File: src/rtl/pwseq_pkg.sv
package pwseq_pkg;
   localparam int DUR_W = 5;

   typedef enum logic [2:0] {
      ST_IDLE,
      ST_ALE,
      ST_AHOLD,
      ST_SETUP,
      ST_STROBE,
      ST_DHOLD,
      ST_RECOV,
      ST_DONE
   } pw_state_e;

   typedef struct packed {
      logic [DUR_W-1:0] dur;
      logic             hold;
      logic             flash;
   } pw_cfg_t;
endpackage

File: src/rtl/pwseq_timer.sv
module pwseq_timer #(
   parameter int W = 5
) (
   input  logic         clk,
   input  logic         rst_n,
   input  logic         load,
   input  logic [W-1:0] load_val,
   output logic         expire
);
   logic [W-1:0] cnt_q;

   always_ff @(posedge clk or negedge rst_n) begin
      if (!rst_n)              cnt_q <= '0;
      else if (load)           cnt_q <= load_val;
      else if (cnt_q != '0)    cnt_q <= cnt_q - 1'b1;
   end

   assign expire = (cnt_q == '0);


   load_on_expiry_chk: assert property (@(posedge clk) disable iff (!rst_n)
      load |-> expire);
endmodule

File: src/rtl/pwseq_ctrl.sv
module pwseq_ctrl
   import pwseq_pkg::*;
#(
   parameter int BEATS     = 4,
   parameter int ALE_CYC   = 2,
   parameter int ALE_TO_WR = 2,
   parameter int FLASH_DLY = 7,
   parameter int FLASH_DUR = 9
) (
   input  logic                     clk,
   input  logic                     rst_n,
   input  logic                     start,
   input  pw_cfg_t                  cfg_in,
   input  logic                     tmr_expire,
   output logic                     tmr_load,
   output logic [DUR_W-1:0]         tmr_val,
   output pw_state_e                state,
   output logic [$clog2(BEATS)-1:0] byte_idx,
   output logic                     accept,
   output logic                     busy,
   output logic                     done,
   output logic                     cfg_err
);
   localparam int IDX_W = $clog2(BEATS);

   pw_cfg_t   cfg_q;
   pw_state_e nxt, cand;
   logic      last, first, cfg_bad, advance;
   int        nlen;

   function automatic int phase_len(pw_state_e s, logic is_first, pw_cfg_t c);
      int h;
      h = c.hold ? 1 : 0;
      case (s)
         ST_ALE:    return ALE_CYC;
         ST_AHOLD:  return h;
         ST_SETUP:  return is_first ? (ALE_TO_WR - h) : 1;
         ST_STROBE: return c.flash ? (int'(c.dur) - FLASH_DLY) : int'(c.dur);
         ST_DHOLD:  return h;
         ST_RECOV:  return c.flash ? FLASH_DLY : 0;
         ST_DONE:   return 1;
         default:   return 0;
      endcase
   endfunction

   function automatic pw_state_e succ(pw_state_e s, logic is_last);
      case (s)
         ST_ALE:    return ST_AHOLD;
         ST_AHOLD:  return ST_SETUP;
         ST_SETUP:  return ST_STROBE;
         ST_STROBE: return ST_DHOLD;
         ST_DHOLD:  return is_last ? ST_DONE : ST_RECOV;
         ST_RECOV:  return ST_SETUP;
         default:   return ST_IDLE;
      endcase
   endfunction

   always_comb begin
      last    = (byte_idx == IDX_W'(BEATS - 1));
      first   = (state == ST_ALE) || (state == ST_AHOLD);
      cfg_bad = cfg_in.flash ? (cfg_in.dur != DUR_W'(FLASH_DUR)) : (cfg_in.dur == '0);
      accept  = (state == ST_IDLE) && start && !cfg_bad;
      cand    = ST_IDLE;
      nxt     = state;
      advance = 1'b0;
      if (accept) begin
         nxt     = ST_ALE;
         advance = 1'b1;
      end else if ((state != ST_IDLE) && tmr_expire) begin
         cand = succ(state, last);
         for (int i = 0; i < 2; i++) begin
            if ((cand != ST_IDLE) && (phase_len(cand, first, cfg_q) == 0))
               cand = succ(cand, last);
         end
         nxt     = cand;
         advance = 1'b1;
      end
      nlen     = (nxt == ST_IDLE) ? 0 : phase_len(nxt, first, cfg_q);
      tmr_load = advance;
      tmr_val  = (nlen > 0) ? DUR_W'(nlen - 1) : '0;
   end

   always_ff @(posedge clk or negedge rst_n) begin
      if (!rst_n) begin
         state    <= ST_IDLE;
         cfg_q    <= '0;
         byte_idx <= '0;
         cfg_err  <= 1'b0;
      end else begin
         state   <= nxt;
         cfg_err <= (state == ST_IDLE) && start && cfg_bad;
         if (accept) begin
            cfg_q    <= cfg_in;
            byte_idx <= '0;
         end else if (advance && (nxt == ST_SETUP) && !first) begin
            byte_idx <= byte_idx + 1'b1;
         end
      end
   end

   assign busy = (state != ST_IDLE);
   assign done = (state == ST_DONE);


   done_single_chk: assert property (@(posedge clk) disable iff (!rst_n)
      done |=> !done);

   cfg_err_idle_chk: assert property (@(posedge clk) disable iff (!rst_n)
      cfg_err |-> !busy);

   busy_hold_chk: assert property (@(posedge clk) disable iff (!rst_n)
      (busy && !done) |=> busy);
endmodule

File: src/rtl/pwseq_lanes.sv
module pwseq_lanes
   import pwseq_pkg::*;
#(
   parameter int BYTE_W = 8,
   parameter int BEATS  = 4
) (
   input  logic                          clk,
   input  logic                          rst_n,
   input  logic                          capture,
   input  logic [2*BYTE_W-$clog2(BEATS)-1:0] waddr,
   input  logic [BEATS*BYTE_W-1:0]       wdata,
   input  pw_state_e                     state,
   input  logic [$clog2(BEATS)-1:0]      byte_idx,
   input  logic                          ale_low,
   output logic                          ale_act,
   output logic                          ale,
   output logic                          wr_n,
   output logic [2*BYTE_W-1:0]           bus_out,
   output logic [1:0]                    bus_oe
);
   localparam int IDX_W = $clog2(BEATS);
   localparam int BUS_W = 2 * BYTE_W;
   localparam int WA_W  = BUS_W - IDX_W;

   logic [WA_W-1:0]         waddr_q;
   logic [BEATS*BYTE_W-1:0] wdata_q;
   logic [BYTE_W-1:0]       byte_arr [BEATS];

   always_ff @(posedge clk or negedge rst_n) begin
      if (!rst_n) begin
         waddr_q <= '0;
         wdata_q <= '0;
      end else if (capture) begin
         waddr_q <= waddr;
         wdata_q <= wdata;
      end
   end

   for (genvar g = 0; g < BEATS; g++) begin : g_bytes
      assign byte_arr[g] = wdata_q[g*BYTE_W +: BYTE_W];
   end

   always_comb begin
      bus_out = '0;
      bus_oe  = 2'b00;
      case (state)
         ST_ALE, ST_AHOLD: begin
            bus_out = {waddr_q, IDX_W'(0)};
            bus_oe  = 2'b11;
         end
         ST_SETUP, ST_STROBE, ST_DHOLD, ST_RECOV: begin
            bus_out = {waddr_q[BYTE_W-IDX_W-1:0], byte_idx, byte_arr[byte_idx]};
            bus_oe  = 2'b11;
         end
         default: ;
      endcase
   end

   assign ale_act = (state == ST_ALE);
   assign ale     = ale_act ^ ale_low;
   assign wr_n    = (state != ST_STROBE);


   lane_stable_chk: assert property (@(posedge clk) disable iff (!rst_n)
      (!wr_n && $past(!wr_n)) |-> $stable(bus_out));

   ale_enable_chk: assert property (@(posedge clk) disable iff (!rst_n)
      ale_act |-> (bus_oe == 2'b11));
endmodule

File: src/rtl/bytelane_write_seq.sv
module bytelane_write_seq
   import pwseq_pkg::*;
#(
   parameter int BYTE_W    = 8,
   parameter int BEATS     = 4,
   parameter int ALE_CYC   = 2,
   parameter int ALE_TO_WR = 2,
   parameter int FLASH_DLY = 7,
   parameter int FLASH_DUR = 9
) (
   input  logic                                  clk,
   input  logic                                  rst_n,
   input  logic                                  start,
   input  logic [2*BYTE_W-$clog2(BEATS)-1:0]     waddr,
   input  logic [BEATS*BYTE_W-1:0]               wdata,
   input  logic [DUR_W-1:0]                      cfg_dur,
   input  logic                                  cfg_hold,
   input  logic                                  cfg_flash,
   input  logic                                  cfg_ale_low,
   output logic                                  ale,
   output logic                                  wr_n,
   output logic                                  rd_n,
   output logic [2*BYTE_W-1:0]                   bus_out,
   output logic [1:0]                            bus_oe,
   output logic                                  busy,
   output logic                                  done,
   output logic                                  cfg_err
);
   localparam int IDX_W = $clog2(BEATS);
   localparam int CNT_W = IDX_W + 2;

   initial begin : elab_chk
      beats_pow2_chk: assert (BEATS == (1 << IDX_W) && BEATS >= 2)
         else $error("beat count must be a power of two");
      lane_room_chk: assert (BYTE_W > IDX_W)
         else $error("byte lane too narrow for the index");
      flash_fit_chk: assert (FLASH_DUR > FLASH_DLY && FLASH_DUR < (1 << DUR_W))
         else $error("flash count out of range");
      gap_chk: assert (ALE_TO_WR >= 2 && ALE_CYC >= 1)
         else $error("latch timing too short");
   end

   pw_cfg_t          cfg_in;
   pw_state_e        state;
   logic [IDX_W-1:0] byte_idx;
   logic             accept, tmr_load, tmr_expire, ale_act;
   logic [DUR_W-1:0] tmr_val;

   assign cfg_in = '{dur: cfg_dur, hold: cfg_hold, flash: cfg_flash};

   pwseq_ctrl #(
      .BEATS(BEATS), .ALE_CYC(ALE_CYC), .ALE_TO_WR(ALE_TO_WR),
      .FLASH_DLY(FLASH_DLY), .FLASH_DUR(FLASH_DUR)
   ) i_ctrl (
      .clk(clk), .rst_n(rst_n), .start(start), .cfg_in(cfg_in),
      .tmr_expire(tmr_expire), .tmr_load(tmr_load), .tmr_val(tmr_val),
      .state(state), .byte_idx(byte_idx), .accept(accept),
      .busy(busy), .done(done), .cfg_err(cfg_err)
   );

   pwseq_timer #(.W(DUR_W)) i_timer (
      .clk(clk), .rst_n(rst_n), .load(tmr_load), .load_val(tmr_val),
      .expire(tmr_expire)
   );

   pwseq_lanes #(.BYTE_W(BYTE_W), .BEATS(BEATS)) i_lanes (
      .clk(clk), .rst_n(rst_n), .capture(accept), .waddr(waddr), .wdata(wdata),
      .state(state), .byte_idx(byte_idx), .ale_low(cfg_ale_low),
      .ale_act(ale_act), .ale(ale), .wr_n(wr_n), .bus_out(bus_out), .bus_oe(bus_oe)
   );

   assign rd_n = 1'b1;

   logic             wr_n_d;
   logic [CNT_W-1:0] fall_cnt;

   always_ff @(posedge clk or negedge rst_n) begin
      if (!rst_n) begin
         wr_n_d   <= 1'b1;
         fall_cnt <= '0;
      end else begin
         wr_n_d <= wr_n;
         if (accept)                fall_cnt <= '0;
         else if (wr_n_d && !wr_n)  fall_cnt <= fall_cnt + 1'b1;
      end
   end


   ale_width_chk: assert property (@(posedge clk) disable iff (!rst_n)
      $rose(ale_act) |=> ale_act ##1 !ale_act);

   ale_wr_gap_chk: assert property (@(posedge clk) disable iff (!rst_n)
      $fell(ale_act) |-> wr_n ##1 wr_n);

   four_writes_chk: assert property (@(posedge clk) disable iff (!rst_n)
      done |-> (fall_cnt == CNT_W'(BEATS)));

   done_release_chk: assert property (@(posedge clk) disable iff (!rst_n)
      done |-> (bus_oe == 2'b00) && wr_n);
endmodule

File: config.mk
export PLATFORM = sky130hd
export DESIGN_NAME = bytelane_write_seq
export DESIGN_NICKNAME = d
export VERILOG_FILES = /design/src/rtl/pwseq_pkg.sv /design/src/rtl/pwseq_timer.sv /design/src/rtl/pwseq_ctrl.sv /design/src/rtl/pwseq_lanes.sv /design/src/rtl/bytelane_write_seq.sv
export SDC_FILE = /design/constraint.sdc
export NUM_CORES = 1
export LEC_CHECK = 0
export BUFFER_PORTS_ARGS = -buffer_cell sky130_fd_sc_hd__buf_2
export CAP_MARGIN = 0
export CELL_PAD_IN_SITES_DETAIL_PLACEMENT = 1
export CELL_PAD_IN_SITES_GLOBAL_PLACEMENT = 1
export CORE_MARGIN = 2
export CORE_UTILIZATION = 41
export DETAILED_ROUTE_END_ITERATION = 12
export GPL_TIMING_DRIVEN = 0
export PLACE_DENSITY_LB_ADDON = 0.1
export SLEW_MARGIN = 20
export SYNTH_ARGS = -nofsm -noshare
export SYNTH_HDL_FRONTEND = slang
export SYNTH_SLANG_ARGS = --single-unit
File: constraint.sdc
create_clock -name clk -period 4.4 [get_ports clk]
set_clock_uncertainty 0.05 [all_clocks]
set_input_delay 0.88 -clock clk [delete_from_list [all_inputs] [get_ports clk]]
set_output_delay 0.88 -clock clk [all_outputs]
set_load 0.01 [all_outputs]
==> results.md <==
* Crit-path cells: clkbuf_1 -> nor3_1 -> inv_1 -> nand2_1 -> mux2i_1 -> o21ai_4 -> or3_1 -> nand4_1 -> o221ai_1 -> ha_1 -> a221oi_1 -> and2_1 -> o22a_1
* Worst path max stage delay at 0.65 ns
* Warnings from Yosys at 0
* Nets at 597
* Crit path kind: flip-flop to flip-flop
* ANT cells at 0
* Worst path required time at 4.63 ns
* Layout cells sized above 1 at 0.234
* Buf/Inv on CP at 2
* Ys async rst share at 1.00
* Tcrit/Tclk final at 0.902
* H-Tree Depth at 3
* VDD IR max at 0.000231 V
* WL final at 11400 µm
* Vias at 3494
* Slew HR at 0.380
* Final ANT Viol Nets at 0
* Pleak at 0.00230 µW
* Initial antenna violation count at 0
* Clk sinks at 64
* Post-CTS resize count at 0
* Final hold violation count at 0
* Vias in the first global route at 3645
* Met3 usage at 0.0284
* TNS Setup at 0 ns
* Post-Syn Area at 0.00382 mm²
* Clock tree buffer depth at 2
* Largest net degree at the start of global routing at 40
* Post-synth EDFFs at 0
* Post-DP HPWL at 8550 µm
* Initial Utilization at 0.417
* RSZ-0062 raised after global routing: no
* IO buf count at 79
* PwrDens at 820 mW/mm²
* Worst Path Max Fanout at 9
* Post-CTS Setup Inserts at 0
* CTS root buf: clkbuf_8
* CTS tree: yes
* WL/cell at 17.5 µm
* Critical path's top delay family: simple AND/OR/NAND/NOR gates
* Most common cell after layout, fill and taps aside: nand2_1
* Seq/Total Area, Yosys at 0.419
* GRT busiest layer: met2
* Placed cell area at 0.00438 mm²
* Final setup vio count at 0
* Die X at 101 µm
* Setup crit end kind: flip-flop
* DRC viols at 0
* Global-route wire length before repair at 18600 µm
* Met2 Usage GRT at 0.388
* Skew-Pair Late Insertion Delay at 0.34 ns
* GPL Wtd Cong at 0.827
* Distinct cells, synth at 67
* Commonest non-fill, non-tap cells in the layout: nand2_1 (169), buf_2 (81), dfrtp_1 (64)
* # IOs at 81
* Crit-path slowest cell: nor3_1
* Final Cell Area at 0.00461 mm²
* Die area at 0.0101 mm²
* Post-Syn Instances at 444
* #FFs+latches synth at 64
* GR Overflow Total at 0
* Die height at 101 µm
* Crit path time final at 3.97 ns
* Fmax at 252 MHz
* Max Cap Viol at 0
* Critical path arrival at 4.20 ns
* Drt first-iter violations at 124
* CTS Buf Count at 9
* Syn-to-layout area delta at 20.7%
* Syn nets at 506
* # rows at 35
* Met1 GRT Util at 0.335
* Vias per inst at 5.38
* Drt pass-1 iters at 4
* Outcome: completed
* Worst hold path type: input pin to asynchronous set/reset pin
* Max-slew violations at 0
* Post-synth top flop: dfrtp_1
* Hold_buf cts at 0
* Syn Area/Cell at 8.61 µm²
* Fillers at 1122
* GRT Util Overall at 0.236
* CORE AREA at 0.00915 mm²
* Worst-Margin Slew at 0.930 ns
* Worst Setup Start Kind: flip-flop
* Clk slew on worst S/H paths at 0.08 ns
==> synth_stat cells (2+ instances only) <==
cell       number  area (µm²)
o41ai_1         2        17.5
xnor2_1         4        35.0
buf_2           3        15.0
o21ai_0        12        60.1
nand3_1         6        30.0
a221oi_1        3        26.3
o21ai_1         2        10.0
nor3_1          7        35.0
a21oi_1        14        70.1
and2_1          5        31.3
buf_4           3        22.5
buf_1           6        22.5
mux4_2          8         180
o22ai_1         2        12.5
o211a_1         2        20.0
clkbuf_1       17        63.8
nor2b_1         5        31.3
ha_1            5        62.6
dfrtp_1        64        1600
or3_1           3        18.8
nand2_1       169         634
nor4b_2         2        30.0
a22o_1         10        87.6
o22a_1          3        26.3
mux2i_1         3        30.0
nand2b_1        5        31.3
o21a_1          2        15.0
nor3b_1         3        22.5
and4_1          2        17.5
o2111ai_1       2        17.5
inv_1           9        33.8
xor2_1          4        35.0
a22oi_1         4        30.0
nor2_1         20        75.1
==> area by class of cell <==
class / count / area (µm²) / area share
sequential: 64 / 1600 / 0.347
clock inverter: 6 / 109 / 0.0236
timing repair buffer: 80 / 418 / 0.0906
multi-input combinational: 340 / 2050 / 0.444
tap: 111 / 139 / 0.0301
inverter: 10 / 37.5 / 0.00814
buffer: 30 / 135 / 0.0293
clock buffer: 9 / 124 / 0.0269
==> per-layer routing <==
layer | wire (µm) | part of all wire
met1 | 5600 | 0.49
met2 | 5330 | 0.47
met3 | 377 | 0.033
met4 | 94 | 0.0082
met5 | 0 | 0
==> path summary, 6_finish.rpt <==
| check | from | to | slack (ns) | cells after the start |
|---|---|---|---|---|
| min reg2reg | i_lanes.wdata_q[26] | i_lanes.wdata_q[26] | 0.43 | 2 |
| min | rst_n | i_timer.cnt_q[2] | 0.40 | 1 |
| min in group clk | i_lanes.wdata_q[26] | i_lanes.wdata_q[26] | 0.43 | 2 |
| max reg2reg | i_ctrl.state[1] | i_timer.cnt_q[0] | 0.43 | 13 |
| max in group asynchronous | rst_n | i_lanes.wdata_q[7] | 3.34 | 2 |
| max | i_ctrl.state[1] | i_timer.cnt_q[0] | 0.43 | 13 |
==> cells by family after synthesis <==
logic type / Yosys count / share of synthesized area
adder cells (fa/ha/maj): 5 / 0.0164
AO/OA/AOI/OAI: 75 / 0.158
buffers and inverters: 40 / 0.0452
other: 1 / 0.000981
flip-flops: 64 / 0.419
multiplexers: 12 / 0.0589
XOR/XNOR: 8 / 0.0183
AND/OR/NAND/NOR: 239 / 0.283
==> metrics by stage <==
stage	power [µW]	worst slack (ns)	hold WS [ns]	cells	utilization
after CTS	3790	0.466	0.404	650	0.504
after global routing	4090	0.0629	0.419	650	0.504
after detailed placement	3160	0.424	0.411	635	0.478
final	3780	0.433	0.398	650	0.504
after global placement	3070	0.497	0.403	634	0.476
after floorplan	2540	1.06	0.390	444	-
==> registers in the layout, summed over array words and instances (netlist names) <==
name             count
i_lanes.wdata_q     32
i_lanes.waddr_q     14
i_ctrl.cfg_q         7
i_timer.cnt_q        5
i_ctrl.state         3
i_ctrl.byte_idx      2
i_ctrl.cfg_err       1
==> power breakdown <==
part | switching [µW] | total [µW] | internal [µW] | leakage, µW
logic | 1230 | 2070 | 847 | 0.00138
clock network | 240 | 612 | 372 | 0.000119
registers | 212 | 1090 | 882 | 0.000801
total | 1680 | 3780 | 2100 | 0.00230
Note: power is estimated with default switching activity, not from simulation.
